**config.mk**
```make
export PLATFORM = sky130hd
export DESIGN_NAME = pwm_form_ctrl
export DESIGN_NICKNAME = d
export VERILOG_FILES = /design/src/rtl/pwm_form_ctrl.sv
export SDC_FILE = /design/constraint.sdc
export NUM_CORES = 1
export LEC_CHECK = 0
export CAP_MARGIN = 20
export CORE_MARGIN = 2
export CORE_UTILIZATION = 28
export DETAILED_ROUTE_END_ITERATION = 10
export GPL_ROUTABILITY_DRIVEN = 0
export PLACE_DENSITY = 0.88
export SYNTH_ARGS = -nofsm -noshare
export SYNTH_HDL_FRONTEND = slang
export SYNTH_SLANG_ARGS = --single-unit
```
**constraint.sdc**
```tcl
create_clock -name clk -period 1.2 [get_ports clk]
set_input_delay 0.3 -clock clk [delete_from_list [all_inputs] [get_ports clk]]
set_output_delay 0.3 -clock clk [all_outputs]
set_load 0.02 [all_outputs]
```
**src/rtl/pwm_form_ctrl.sv**
```systemverilog
module pwm_form_ctrl #(
  parameter int DW = 32,
  parameter int FORM_LO = 22,
  parameter int ROUTE_BIT = 21,
  parameter int MSEL_BIT = 20,
  parameter int AEN_BIT = 16,
  parameter int NS5_BIT = 17,
  parameter int RATE_BIT = 16
) (
  input  logic          clk,
  input  logic          rst_n,
  input  logic          wr_a,
  input  logic          wr_b,
  input  logic [DW-1:0] wdata,
  input  logic          mclk_sel,
  input  logic          sacd_mode,
  input  logic          async_det,
  output logic [1:0]    form,
  output logic          mute_duty,
  output logic          mute_zero,
  output logic          route_src
);

  localparam logic [1:0] FORM2 = 2'b01;
  localparam logic [1:0] FORM1 = 2'b00;

  logic [DW-1:0] word_a, word_b;
  logic [1:0]    req;
  logic          guard_ok, mute_on;
  logic [1:0]    form_nx;

  always_ff @(posedge clk) begin
    if (!rst_n) begin
      word_a <= '0;
      word_b <= '0;
    end else begin
      if (wr_a) word_a <= wdata;
      if (wr_b) word_b <= wdata;
    end
  end

  assign req       = word_a[FORM_LO+1:FORM_LO];
  assign route_src = word_a[ROUTE_BIT];
  assign guard_ok  = word_b[NS5_BIT] & ~word_b[RATE_BIT] & ~mclk_sel;
  assign mute_on   = word_a[AEN_BIT] & sacd_mode & async_det;

  always_comb begin
    form_nx = form;
    if (req != FORM2 || guard_ok) form_nx = req;
  end

  always_ff @(posedge clk) begin
    if (!rst_n) begin
      form      <= FORM1;
      mute_duty <= 1'b0;
      mute_zero <= 1'b0;
    end else begin
      form      <= form_nx;
      mute_duty <= mute_on & ~word_a[MSEL_BIT];
      mute_zero <= mute_on &  word_a[MSEL_BIT];
    end
  end

  assert_route_follows_R2: assert property (@(posedge clk) disable iff (!rst_n)
    wr_a |=> route_src == $past(wdata[ROUTE_BIT]));

  assert_plain_form_R3: assert property (@(posedge clk) disable iff (!rst_n)
    (req != FORM2) |=> form == $past(req));

  assert_form2_commit_R4: assert property (@(posedge clk) disable iff (!rst_n)
    (req == FORM2 && word_b[NS5_BIT] && !word_b[RATE_BIT] && !mclk_sel) |=> form == FORM2);

  assert_form2_hold_R5: assert property (@(posedge clk) disable iff (!rst_n)
    (req == FORM2 && !(word_b[NS5_BIT] && !word_b[RATE_BIT])) |=> $stable(form));

  assert_pin_blocks_R7: assert property (@(posedge clk) disable iff (!rst_n)
    (req == FORM2 && mclk_sel) |=> $stable(form));

  assert_duty_mute_R8: assert property (@(posedge clk) disable iff (!rst_n)
    (async_det && sacd_mode && word_a[AEN_BIT] && !word_a[MSEL_BIT]) |=> mute_duty);

  assert_zero_mute_R9: assert property (@(posedge clk) disable iff (!rst_n)
    (async_det && sacd_mode && word_a[AEN_BIT] && word_a[MSEL_BIT]) |=> mute_zero && !mute_duty);

  assert_gated_R10: assert property (@(posedge clk) disable iff (!rst_n)
    (!word_a[AEN_BIT] || !sacd_mode) |=> !mute_duty && !mute_zero);

  assert_exclusive_R11: assert property (@(posedge clk) disable iff (!rst_n)
    !(mute_duty && mute_zero));

  assert_clear_R12: assert property (@(posedge clk) disable iff (!rst_n)
    !async_det |=> !mute_duty && !mute_zero);

endmodule

```
==> flow_summary.json <==
{
  "drive_gt1_share_pct": 17.5,
  "cts.clk_slew.worst_paths_ns": 0.07,
  "worstPathCellList": "clkdlybuf4s15_2",
  "crit_path_end_kind": "output port",
  "drt_iter0_markers": 6,
  "post-cts-setup-buffer-count": 0,
  "crit_cells": 1,
  "grt_max_degree": 12,
  "fin_setup_tns_ns": 0,
  "fp.dieArea_sq_um": 1740,
  "die_width_um": 41.7,
  "tightestPinTransition_ns": 0.321,
  "critical_path_required_ns": 0.90,
  "r2r_cells": 2,
  "place_area_sq_um": 587,
  "r2r_start": "word_b[17]$_SDFFE_PN0P_",
  "powerDensity_nw_per_um2": 1240,
  "wl_um": 774,
  "cts_tree": "done",
  "firstDrtPassIters": 4,
  "worstSetupPathType": "flip-flop to output port",
  "cts_buffers": 3,
  "rsz0062_at_grt": "no",
  "pre_cts_ws_ns": -0.128,
  "clock_path_buffers": 2,
  "io_pins": 44,
  "regToRegEndpoint": "form[0]$_SDFFE_PN0P_",
  "track_usage_pct": 10.5,
  "viasPerCell": 4.44,
  "area_growth_syn_to_layout_pct": 49.4,
  "fmax_mhz": 858,
  "power_leakage_nw": 0.259,
  "cp.arrival_ns": 0.87,
  "cap_violations": 0,
  "syn_inst": 36,
  "detail-route-antenna-nets": 0,
  "final_cell_mix": "12 x clkdlybuf4s50_1, 11 x dfxtp_1, 7 x mux2i_1, 7 x nor2b_1, 3 x clkbuf_4",
  "hold_class": "flip-flop to flip-flop",
  "ys_seq_area_share_pct": 55.3,
  "finalPower_mw": 0.739,
  "relSlewSlack_pct": 78.5,
  "whs_ns": 0.441,
  "io_buffers": 17,
  "grt_pass1_wl_mm": 1.27,
  "diodes": 0,
  "stdcell_area_sq_um": 594,
  "skew_ns": 0.00140,
  "crit_path_top_delay_cell": "dfxtp_1",
  "worstSetupEndpoint": "form[0]",
  "ff2ff_setup_slack_ns": 0.36,
  "worstSkewPairLatency_ns": 0.27,
  "post-route-drc-count": 0,
  "cts-root-buf": "clkbuf_4",
  "period_needed_ns": 1.17,
  "yosysWarnings": 0,
  "start_kind": "flip-flop",
  "clock-sinks": 11,
  "grt.overflow.total": 0,
  "crit_buf_inv": 1,
  "cpPeakStageDelay_ns": 0.34,
  "hold_viol": 0,
  "coreArea_sq_um": 1320,
  "crit_fanout": 2,
  "h-tree-depth": 1,
  "initial_utilization_pct": 30.2,
  "setup_violations": 0,
  "status": "completed",
  "fin_nets": 97,
  "cpLargestDelayFamily": "flip-flops",
  "syn-num-nets": 75,
  "die_y_um": 41.7,
  "final_max_slew_viol_count": 0,
  "vias": 320,
  "ys_ff_latch": 11,
  "avgSynthCellArea_sq_um": 11.1,
  "yosys.cell_types.count": 12,
  "vdd_ir_drop_max_uv": 509,
  "final_common_cell": "clkdlybuf4s50_1",
  "hpwl_um": 575,
  "finalCritPeriodShare_pct": 97.1,
  "fin_ws_ns": 0.0344,
  "wl_per_cell_um": 10.8,
  "num_rows": 13,
  "antenna_found_initial": 0,
  "synthesis.area_sq_um": 398,
  "cp-startpoint": "form[0]$_SDFFE_PN0P_",
  "grt_pass1_vias": 300
}
-- how the worst min path moves through the flow --
stage               slack (ns)                    to  cells past startpoint                    start
global route              0.47  mute_duty$_SDFF_PN0_                      1  word_a[20]$_SDFFE_PN0P_
floorplan                 0.41  mute_duty$_SDFF_PN0_                      1  word_a[20]$_SDFFE_PN0P_
global placement          0.42  mute_duty$_SDFF_PN0_                      1  word_a[20]$_SDFFE_PN0P_
CTS                       0.44  mute_duty$_SDFF_PN0_                      1  word_a[20]$_SDFFE_PN0P_
detailed placement        0.43  mute_duty$_SDFF_PN0_                      1  word_a[20]$_SDFFE_PN0P_
finish                    0.44  mute_duty$_SDFF_PN0_                      1  word_a[20]$_SDFFE_PN0P_
-- logic make-up after synthesis --
logic type / count (synthesis) / share of synthesized area, %
compound gates: 2 / 3.77
buf+inv: 3 / 4.71
flops: 11 / 55.3
simple gates: 13 / 18.6
mux: 7 / 17.6
-- area by class of cell --
cell class                      count  area [sq um]
Fill cell                         129           723
Sequential cell                    11           220
Clock buffer                        4          26.3
Timing Repair Buffer               19           166
Tap cell                           15          18.8
Inverter                            1          3.75
Multi-Input combinational cell     22           159
-- power breakdown --
| group | leakage (nW) | switching [mW] | internal, mW |
|---|---|---|---|
| combinational | 0.154 | 0.0319 | 0.0611 |
| clock | 0.0150 | 0.126 | 0.129 |
| sequential | 0.0902 | 0.00928 | 0.381 |
| total | 0.259 | 0.167 | 0.571 |
-- through the flow --
stage | util (%) | instances
2_1_floorplan | - | 36
3_3_place_gp | 44.5 | 68
3_5_place_dp | 44.5 | 68
4_1_cts | 46.8 | 72
5_1_grt | 45.1 | 72
6_report | 45.1 | 72
-- per-layer routing --
metal / part of all wire [%] / track usage, %
met2: 47 / 15.6
met3: 9.7 / 8.26
met4: 1.0 / 5.81
met5: 0 / 0
met1: 41 / 10.2
-- sequential cells by signal, summed over array words and instances, names as in the netlist --
register   count
word_b         2
form           2
mute_zero      1
word_a         5
mute_duty      1
-- repair_timing --
item	in CTS	in global routing
endpoints found under the hold margin	0	0
resized for setup	13	4
endpoints found under the setup margin	5	4
hold buffers	0	0
-- cell usage after synthesis --
cell / n / area (sq um)
nor2_1: 2 / 7.51
inv_1: 1 / 3.75
nand2_1: 1 / 3.75
o311a_1: 1 / 10.0
nand4_1: 1 / 6.26
dfxtp_1: 11 / 220
nor3b_1: 1 / 7.51
o21ai_0: 1 / 5.00
nand3_1: 1 / 5.00
mux2i_1: 7 / 70.1
nor2b_1: 7 / 43.8
buf_4: 2 / 15.0
No activity file was read; power rests on OpenSTA's default activity.
